===== config.mk =====
export PLATFORM = sky130hd
export DESIGN_NAME = irq_cause_agg
export DESIGN_NICKNAME = d
export VERILOG_FILES = /design/src/rtl/irqagg_pkg.sv /design/src/rtl/irqagg_cause_reg.sv /design/src/rtl/irqagg_mask_reg.sv /design/src/rtl/irqagg_prio_enc.sv /design/src/rtl/irqagg_spur_cnt.sv /design/src/rtl/irq_cause_agg.sv
export SDC_FILE = /design/constraint.sdc
export NUM_CORES = 1
export LEC_CHECK = 0
export BUFFER_PORTS_ARGS = -buffer_cell sky130_fd_sc_hd__buf_2
export CAP_MARGIN = 40
export CORE_ASPECT_RATIO = 1.25
export CORE_UTILIZATION = 34
export CTS_CLUSTER_DIAMETER = 30
export DETAILED_ROUTE_END_ITERATION = 8
export GPL_ROUTABILITY_DRIVEN = 0
export GPL_TIMING_DRIVEN = 0
export PLACE_DENSITY_LB_ADDON = 0.05
export SLEW_MARGIN = 30
export SYNTH_ARGS = -nofsm -noshare
export SYNTH_HDL_FRONTEND = slang
export SYNTH_HIERARCHICAL = 1
export SYNTH_SLANG_ARGS = --single-unit

===== constraint.sdc =====
create_clock -name clk -period 3.8 [get_ports clk]
set_input_delay 0.38 -clock clk [delete_from_list [all_inputs] [get_ports clk]]
set_output_delay 0.38 -clock clk [all_outputs]
set_load 0.03 [all_outputs]

===== src/rtl/irqagg_pkg.sv =====
// Package: shared defaults for the interrupt cause aggregator.
// Assumes: the sizes here feed parameter defaults only.
package irqagg_pkg;
    localparam int unsigned DEF_NUM_SRC = 7;
    localparam int unsigned DEF_CNT_W   = 8;

    // Index width for a given source count (at least one bit).
    function automatic int unsigned idx_width(input int unsigned n);
        return (n > 1) ? $clog2(n) : 1;
    endfunction
endpackage


===== src/rtl/irqagg_cause_reg.sv =====
// Module: pending register, one generated bit slice per source.
// Each bit is set by its source and loaded by a software write; a source
// wins over a written 0 in the same cycle.
// Assumes: src_evt is synchronous to clk.
module irqagg_cause_reg #(
    parameter int unsigned NUM_SRC = irqagg_pkg::DEF_NUM_SRC
) (
    input  logic               clk,
    input  logic               rst_n,
    input  logic [NUM_SRC-1:0] src_evt,
    input  logic               wr_en,
    input  logic [NUM_SRC-1:0] wr_data,
    output logic [NUM_SRC-1:0] cause_q
);
    for (genvar i = 0; i < NUM_SRC; i++) begin : g_bit
        logic nxt;

        // Merge the write value and the event for this bit.
        always_comb begin
            nxt = wr_en ? wr_data[i] : cause_q[i];
            if (src_evt[i]) nxt = 1'b1;
        end

        // Hold the pending bit.
        always_ff @(posedge clk) begin
            if (!rst_n) cause_q[i] <= 1'b0;
            else        cause_q[i] <= nxt;
        end

        AST_EVT_SETS: assert property (@(posedge clk) disable iff (!rst_n)
            src_evt[i] |=> cause_q[i]);
        AST_EVT_BEATS_CLR: assert property (@(posedge clk) disable iff (!rst_n)
            (src_evt[i] && wr_en && !wr_data[i]) |=> cause_q[i]);
        AST_IDLE_HOLD: assert property (@(posedge clk) disable iff (!rst_n)
            (!src_evt[i] && !wr_en) |=> $stable(cause_q[i]));
        AST_WR_CLR: assert property (@(posedge clk) disable iff (!rst_n)
            (!src_evt[i] && wr_en && !wr_data[i]) |=> !cause_q[i]);
        AST_WR_SET: assert property (@(posedge clk) disable iff (!rst_n)
            (wr_en && wr_data[i]) |=> cause_q[i]);
    end
endmodule


===== src/rtl/irqagg_mask_reg.sv =====
// Module: enable register, loaded whole by a software write.
// Assumes: a 1 enables a source; the reset value masks all of them.
module irqagg_mask_reg #(
    parameter int unsigned NUM_SRC = irqagg_pkg::DEF_NUM_SRC
) (
    input  logic               clk,
    input  logic               rst_n,
    input  logic               wr_en,
    input  logic [NUM_SRC-1:0] wr_data,
    output logic [NUM_SRC-1:0] mask_q
);
    // Load the enable bits on a write.
    always_ff @(posedge clk) begin
        if (!rst_n)     mask_q <= '0;
        else if (wr_en) mask_q <= wr_data;
    end

    AST_MASK_LOAD: assert property (@(posedge clk) disable iff (!rst_n)
        wr_en |=> (mask_q == $past(wr_data)));
    AST_MASK_HOLD: assert property (@(posedge clk) disable iff (!rst_n)
        !wr_en |=> $stable(mask_q));
endmodule


===== src/rtl/irqagg_prio_enc.sv =====
// Module: finds the highest-numbered set bit of the pending-and-enabled vector.
// Assumes: purely combinational; gives index 0 and valid low when none is set.
module irqagg_prio_enc #(
    parameter int unsigned NUM_SRC = irqagg_pkg::DEF_NUM_SRC,
    localparam int unsigned IDX_W  = irqagg_pkg::idx_width(NUM_SRC)
) (
    input  logic [NUM_SRC-1:0] pend,
    output logic               valid,
    output logic [IDX_W-1:0]   idx
);
    // Scan upward so the highest set bit is the last one recorded.
    always_comb begin
        valid = 1'b0;
        idx   = '0;
        for (int i = 0; i < NUM_SRC; i++) begin
            if (pend[i]) begin
                valid = 1'b1;
                idx   = IDX_W'(i);
            end
        end
    end
endmodule


===== src/rtl/irqagg_spur_cnt.sv =====
// Module: saturating counter of read strobes that find nothing to service.
// Assumes: pend_any reflects the registered state in the strobe cycle.
module irqagg_spur_cnt #(
    parameter int unsigned CNT_W = irqagg_pkg::DEF_CNT_W
) (
    input  logic             clk,
    input  logic             rst_n,
    input  logic             rd_strobe,
    input  logic             pend_any,
    output logic [CNT_W-1:0] cnt
);
    localparam logic [CNT_W-1:0] CNT_MAX = '1;

    // Count spurious reads, stopping at the maximum.
    always_ff @(posedge clk) begin
        if (!rst_n)
            cnt <= '0;
        else if (rd_strobe && !pend_any && (cnt != CNT_MAX))
            cnt <= cnt + 1'b1;
    end

    AST_SPUR_INC: assert property (@(posedge clk) disable iff (!rst_n)
        (rd_strobe && !pend_any && cnt != CNT_MAX) |=> (cnt == $past(cnt) + 1'b1));
    AST_REAL_READ: assert property (@(posedge clk) disable iff (!rst_n)
        (rd_strobe && pend_any) |=> $stable(cnt));
    AST_NO_OVERFLOW: assert property (@(posedge clk) disable iff (!rst_n)
        (cnt == CNT_MAX) |=> (cnt == CNT_MAX));
endmodule


===== src/rtl/irq_cause_agg.sv =====
// Module: top of the level interrupt cause aggregator. Combines the pending
// and enable registers into one request, reports the highest pending
// enabled source and counts spurious reads.
// Assumes: all inputs synchronous to clk; reset is synchronous, active low.
module irq_cause_agg #(
    parameter int unsigned NUM_SRC = irqagg_pkg::DEF_NUM_SRC,
    parameter int unsigned CNT_W   = irqagg_pkg::DEF_CNT_W,
    localparam int unsigned IDX_W  = irqagg_pkg::idx_width(NUM_SRC)
) (
    input  logic               clk,
    input  logic               rst_n,
    input  logic [NUM_SRC-1:0] src_evt,
    input  logic               wr_cause,
    input  logic               wr_mask,
    input  logic [NUM_SRC-1:0] wr_data,
    input  logic               rd_strobe,
    output logic [NUM_SRC-1:0] cause_q,
    output logic [NUM_SRC-1:0] mask_q,
    output logic               irq_req,
    output logic               top_valid,
    output logic [IDX_W-1:0]   top_idx,
    output logic [CNT_W-1:0]   spur_cnt
);
    logic [NUM_SRC-1:0] pend;

    irqagg_cause_reg #(.NUM_SRC(NUM_SRC)) u_cause (
        .clk(clk), .rst_n(rst_n), .src_evt(src_evt),
        .wr_en(wr_cause), .wr_data(wr_data), .cause_q(cause_q)
    );

    irqagg_mask_reg #(.NUM_SRC(NUM_SRC)) u_mask (
        .clk(clk), .rst_n(rst_n), .wr_en(wr_mask),
        .wr_data(wr_data), .mask_q(mask_q)
    );

    // Pending-and-enabled sources and the combined request.
    always_comb begin
        pend    = cause_q & mask_q;
        irq_req = |pend;
    end

    irqagg_prio_enc #(.NUM_SRC(NUM_SRC)) u_enc (
        .pend(pend), .valid(top_valid), .idx(top_idx)
    );

    irqagg_spur_cnt #(.CNT_W(CNT_W)) u_spur (
        .clk(clk), .rst_n(rst_n), .rd_strobe(rd_strobe),
        .pend_any(irq_req), .cnt(spur_cnt)
    );

    AST_REQ_MATCHES_VALID: assert property (@(posedge clk) disable iff (!rst_n)
        irq_req == top_valid);
    AST_TOP_IS_HIGHEST: assert property (@(posedge clk) disable iff (!rst_n)
        top_valid |-> ((pend >> top_idx) == NUM_SRC'(1)));
    AST_IDLE_IDX_ZERO: assert property (@(posedge clk) disable iff (!rst_n)
        !top_valid |-> (top_idx == '0));
    AST_MASK_KEEPS_CAUSE: assert property (@(posedge clk) disable iff (!rst_n)
        (wr_mask && !wr_cause && src_evt == '0) |=> $stable(cause_q));
endmodule


---- Word-level counts from Yosys, hierarchy flattened ----
Index checks and enable logic that the tools add are counted.
operators by class
  $add $sub $neg .......................... 1
  eq/ne operators ......................... 1
  multiplexer cells ....................... 27
  bitwise logic cells ..................... 1
  reduce and logical (&&, ||, !) cells .... 11
operators by type and width
  operator             count
  $mux 1               22
  $reduce_bool 2->1    7
  $mux 3               3
  $add 8x1->8 const B  1
  $ne 8x8->1 const B   1
  $and 7x7->7          1
  $reduce_or 7->1      1
  $mux 2               2
  $logic_and 1x1->1    2
  $logic_not 1->1      1
word-level totals
  bits in registers ....................... 22
  input bits .............................. 19
  logic and storage cells ................. 50

---- Depth between registers and ports, before layout ----
  depth after elaboration ................. 8
  mapped depth ............................ 6
  depth with buffers taken out ............ 6

---- Cells and area by module ----
The synthesis kept the hierarchy.
by module, submodules not included
  module            instances  cells each  area an instance (µm²)  sequential area each (µm²)
  irqagg_spur_cnt   1          47          430.4                   160.2
  irqagg_cause_reg  1          22          309.0                   140.1
  irqagg_mask_reg   1          22          265.3                   140.1
  irq_cause_agg     1          10          73.8                    0.0
  irqagg_prio_enc   1          9           58.8                    0.0

---- Worst setup path before layout ----
No wires, ideal clock.
  path type ............................... register to register
  start point ............................. register u_cause.cause_q[6]
  end point ............................... register u_spur.cnt[5]
  setup time .............................. 70 ps
  data arrival time ....................... 2313 ps
  data required time ...................... 3730 ps
  path slack .............................. 1417 ps
  stages on the path, launching flop included .. 7
  path buffers ............................ 0
  period minus slack after synthesis ...... 2383 ps
  cells stage by stage .................... dfxtp_1 -> a222oi_1 -> or4b_1 -> nor2b_4 -> nand4_4 -> or4_1 -> a21boi_1
between the ends
  cells in the longest elaborated chain, start to end .. 5
RTL lines
  element                            RTL line                source
  from (decl)                        irqagg_cause_reg.sv:13  output logic [NUM_SRC-1:0] cause_q
  from (signal, indexed assignment)  irqagg_cause_reg.sv:27  else cause_q[i] <= nxt;
  $and 7x7->7                        irq_cause_agg.sv:38     pend = cause_q & mask_q;
  $reduce_or 7->1                    irq_cause_agg.sv:39     irq_req = |pend;
  named net irq_req                  irq_cause_agg.sv:19     output logic irq_req,
  $logic_not 1->1                    irqagg_spur_cnt.sv:18   else if (rd_strobe && !pend_any && (cnt != CNT_MAX))
  $logic_and 1x1->1 (2 in series)    irqagg_spur_cnt.sv:18
  to (signal assigned)               irqagg_spur_cnt.sv:19   cnt <= cnt + 1'b1;
  to (decl)                          irqagg_spur_cnt.sv:10   output logic [CNT_W-1:0] cnt
The timed path passes the listed nets, and every way through them passes these cells.
A chain may end at the register's enable or synchronous reset.

---- Final worst setup path ----
  start point ............................. register u_cause.cause_q[6]
  end point ............................... register u_spur.cnt[5]
between the ends
  cells in the longest elaborated chain, start to end .. 5
RTL lines
  element                          RTL line
  $and 7x7->7                      irq_cause_agg.sv:38
  $reduce_or 7->1                  irq_cause_agg.sv:39
  $logic_not 1->1                  irqagg_spur_cnt.sv:18
  $logic_and 1x1->1 (2 in series)  irqagg_spur_cnt.sv:18
No other way between the ends.

==> flow_summary.ini <==
[timing]
skew_ps = 3.36
hold_viol = 0
worst_hold_slack_ps = 322
finalSetupViolations = 0
worst_slew_pin_slew_ps = 382
fmax_mhz = 444
fin_tns_setup_ps = 0
relSlewSlack_pct = 74.6
period_share_pct = 59.3
setup_ws_ps = 1550
fin_crit_ps = 2250
final_max_slew_viol_count = 0
grt_setup_unrepaired = no

[clock_network]
cts_max_level = 1
post_cts_resized = 0
clkSlewWorstSetupHoldPaths_ps = 80
clock_tree.buffer_depth = 2
cts_setup_buffers = 0
hold_buffers = 0
cts_buffers = 3
cts_sinks = 22
tritoncts = built
cts-root-buf = clkbuf_8
clkLatencyLatePin_ps = 260

[routing]
top_layer = met4
ant_nets = 0
drt-initial-drc-count = 13
wl_met2_um = 1340
wl_per_cell_um = 13.4
wl_met1_um = 1090
dr_wl_met3_um = 118
vias = 986
remaining_drc_errors = 0
avgViaCountPerCell = 5.11
drt_wl_total_um = 2580
firstDrtPassIters = 4

[final_layout]
drive_gt1_share_pct = 41.0
seq_area_um2 = 440
multi_input_area_um2 = 667
diodes = 0
n_fill_cell = 349
syn_to_final_growth_pct = 26.6
final_cells = 193
layout.nets = 178

[power]
internal_power_uw = 366
ir_drop_v = 0.000150
clkPwrFrac_pct = 27.5
power.switching_uw = 159
comb_power_share_pct = 23.6
p_leak_uw = 0.000684
netSwitchingFraction_pct = 30.3
seqPwrFrac_pct = 48.9
power_density_nw_per_um2 = 365

[yosys]
ys_seq_elements = 22
synth_edf_count = 0
yosys_warnings = 6
synthTopCellsByArea = dfxtp_1 39%, mux2_4 9.2%, mux2i_1 6.2%, o21a_1 4.6%, and2_1 3.9%
yosysMostFrequentCell = dfxtp_1
syn_area_um2 = 1140
synth.distinct_cells = 38
async_flop_share_pct = 0
yosysSeqAreaShare_pct = 38.7
synth_flop_cell = dfxtp_1
syn_area_per_cell_um2 = 10.3
netlist.area_leader.share_pct = 38.7
syn_inst = 110
yosys.area.top_type = dfxtp_1
syn_nets = 130

[setup_path]
start_kind = register
worstPathArrival_ps = 2450
critPathKind = register to register
critPathMaxFanout = 6
endpoint_kind = register
cp.required_ps = 4000

[placed_design]
place_inst = 190
dp.final_hpwl_um = 1960
pre_cts_ws_ps = 1530
io_buffer_count = 43

[grt]
antenna_found_initial = 0
grt_pass1_vias = 869
grt_pass1_wl_um = 4000
grtUsageTotal_pct = 15.3
grt_max_degree = 24
overflow = 0

[hold_path]
worst_hold_path_type = input pin to register

[floorplan]
io-pin-count = 46
die_w_um = 53.7
start_util_pct = 35.6
std_cell_rows = 23
fp.coreArea_um2 = 3190
die_h_um = 66.7
die_area_um2 = 3580

[flow_run]
maxCapViolCount = 0

[run_status]
outcome = finished, final reports clean
## cells in the final DEF (no fill, tap or decap), types with 2 or more instances in the layout
cell type	Yosys	routed
a21oi_1	5	5
and2_1	7	7
buf_2	0	43
buf_6	2	2
clkbuf_8	0	3
dfxtp_1	22	22
inv_1	2	2
mux2_4	7	7
mux2i_1	7	7
nand2_1	4	4
nand3_1	3	3
nor2_1	6	6
nor2b_1	7	7
o21a_1	7	7
o21ai_0	2	2
o31ai_1	4	4
or4b_1	2	2
## layer usage
metal | vias up | GRT usage (%)
li1 | 497 | -
met4 | 0 | 6.91
met5 | - | 0
met2 | 24 | 26.9
met3 | 4 | 2.05
met1 | 461 | 17.7
## logic make-up after synthesis
kind of cell | count (synthesis) | synth area share (%)
and+or+nand+nor | 44 | 26.4
muxes | 14 | 15.4
xor gates and xnor gates | 1 | 0.770
DFF | 22 | 38.7
adders and majority gates | 1 | 1.10
buffers and inverters | 4 | 2.64
AOI/OAI and AO/OA | 24 | 15.0
## power by group through the flow
stage | registers (µW) | clock network, µW | logic, µW
global route | 259 | 160 | 134
floorplan | 285 | 0 | 63.1
global placement | 262 | 0 | 124
finish | 257 | 145 | 124
CTS | 257 | 153 | 126
detailed placement | 262 | 0 | 125
## critical path: stages, from the launching register on
cell and delay, ps:
dfxtp_1 340, a222oi_1 370, or4b_1 530, nor2b_4 240, nand4_4 140, or4_1 420, a21boi_1 150
## area by class of cell
class / instances / area share [%]
Buffer: 2 / 1.56
Clock buffer: 3 / 2.87
Inverter: 2 / 0.521
Multi-Input combinational cell: 84 / 46.3
Sequential cell: 22 / 30.6
Tap cell: 37 / 3.21
Timing Repair Buffer: 43 / 14.9
## flip-flops by register name, summed over array words and instances, names as in the netlist
register and flops:
u_spur/cnt 8, u_cause/cause_q 7, u_mask/mask_q 7
## per-stage QoR
stage / cell area [µm²] / power (µW) / util, %
3_5_place_dp: 1400 / 388 / 43.8
5_1_grt: 1440 / 552 / 45.1
6_report: 1440 / 525 / 45.1
2_1_floorplan: 1140 / 349 / -
3_3_place_gp: 1400 / 386 / 43.8
4_1_cts: 1440 / 536 / 45.1
## final timing paths
check | cells after the start | to | slack [ps] | from
setup reg to reg | 6 | u_spur/cnt[5]$_SDFFE_PN0P_ | 1550 | u_cause/cause_q[6]$_SDFFE_PN0P_
setup / recovery | 6 | u_spur/cnt[5]$_SDFFE_PN0P_ | 1550 | u_cause/cause_q[6]$_SDFFE_PN0P_
hold / removal | 2 | u_cause/cause_q[0]$_SDFFE_PN0P_ | 320 | src_evt[0]
hold reg to reg | 2 | u_mask/mask_q[4]$_SDFFE_PN0P_ | 530 | u_mask/mask_q[4]$_SDFFE_PN0P_
Power figures use the tool's default switching activity.
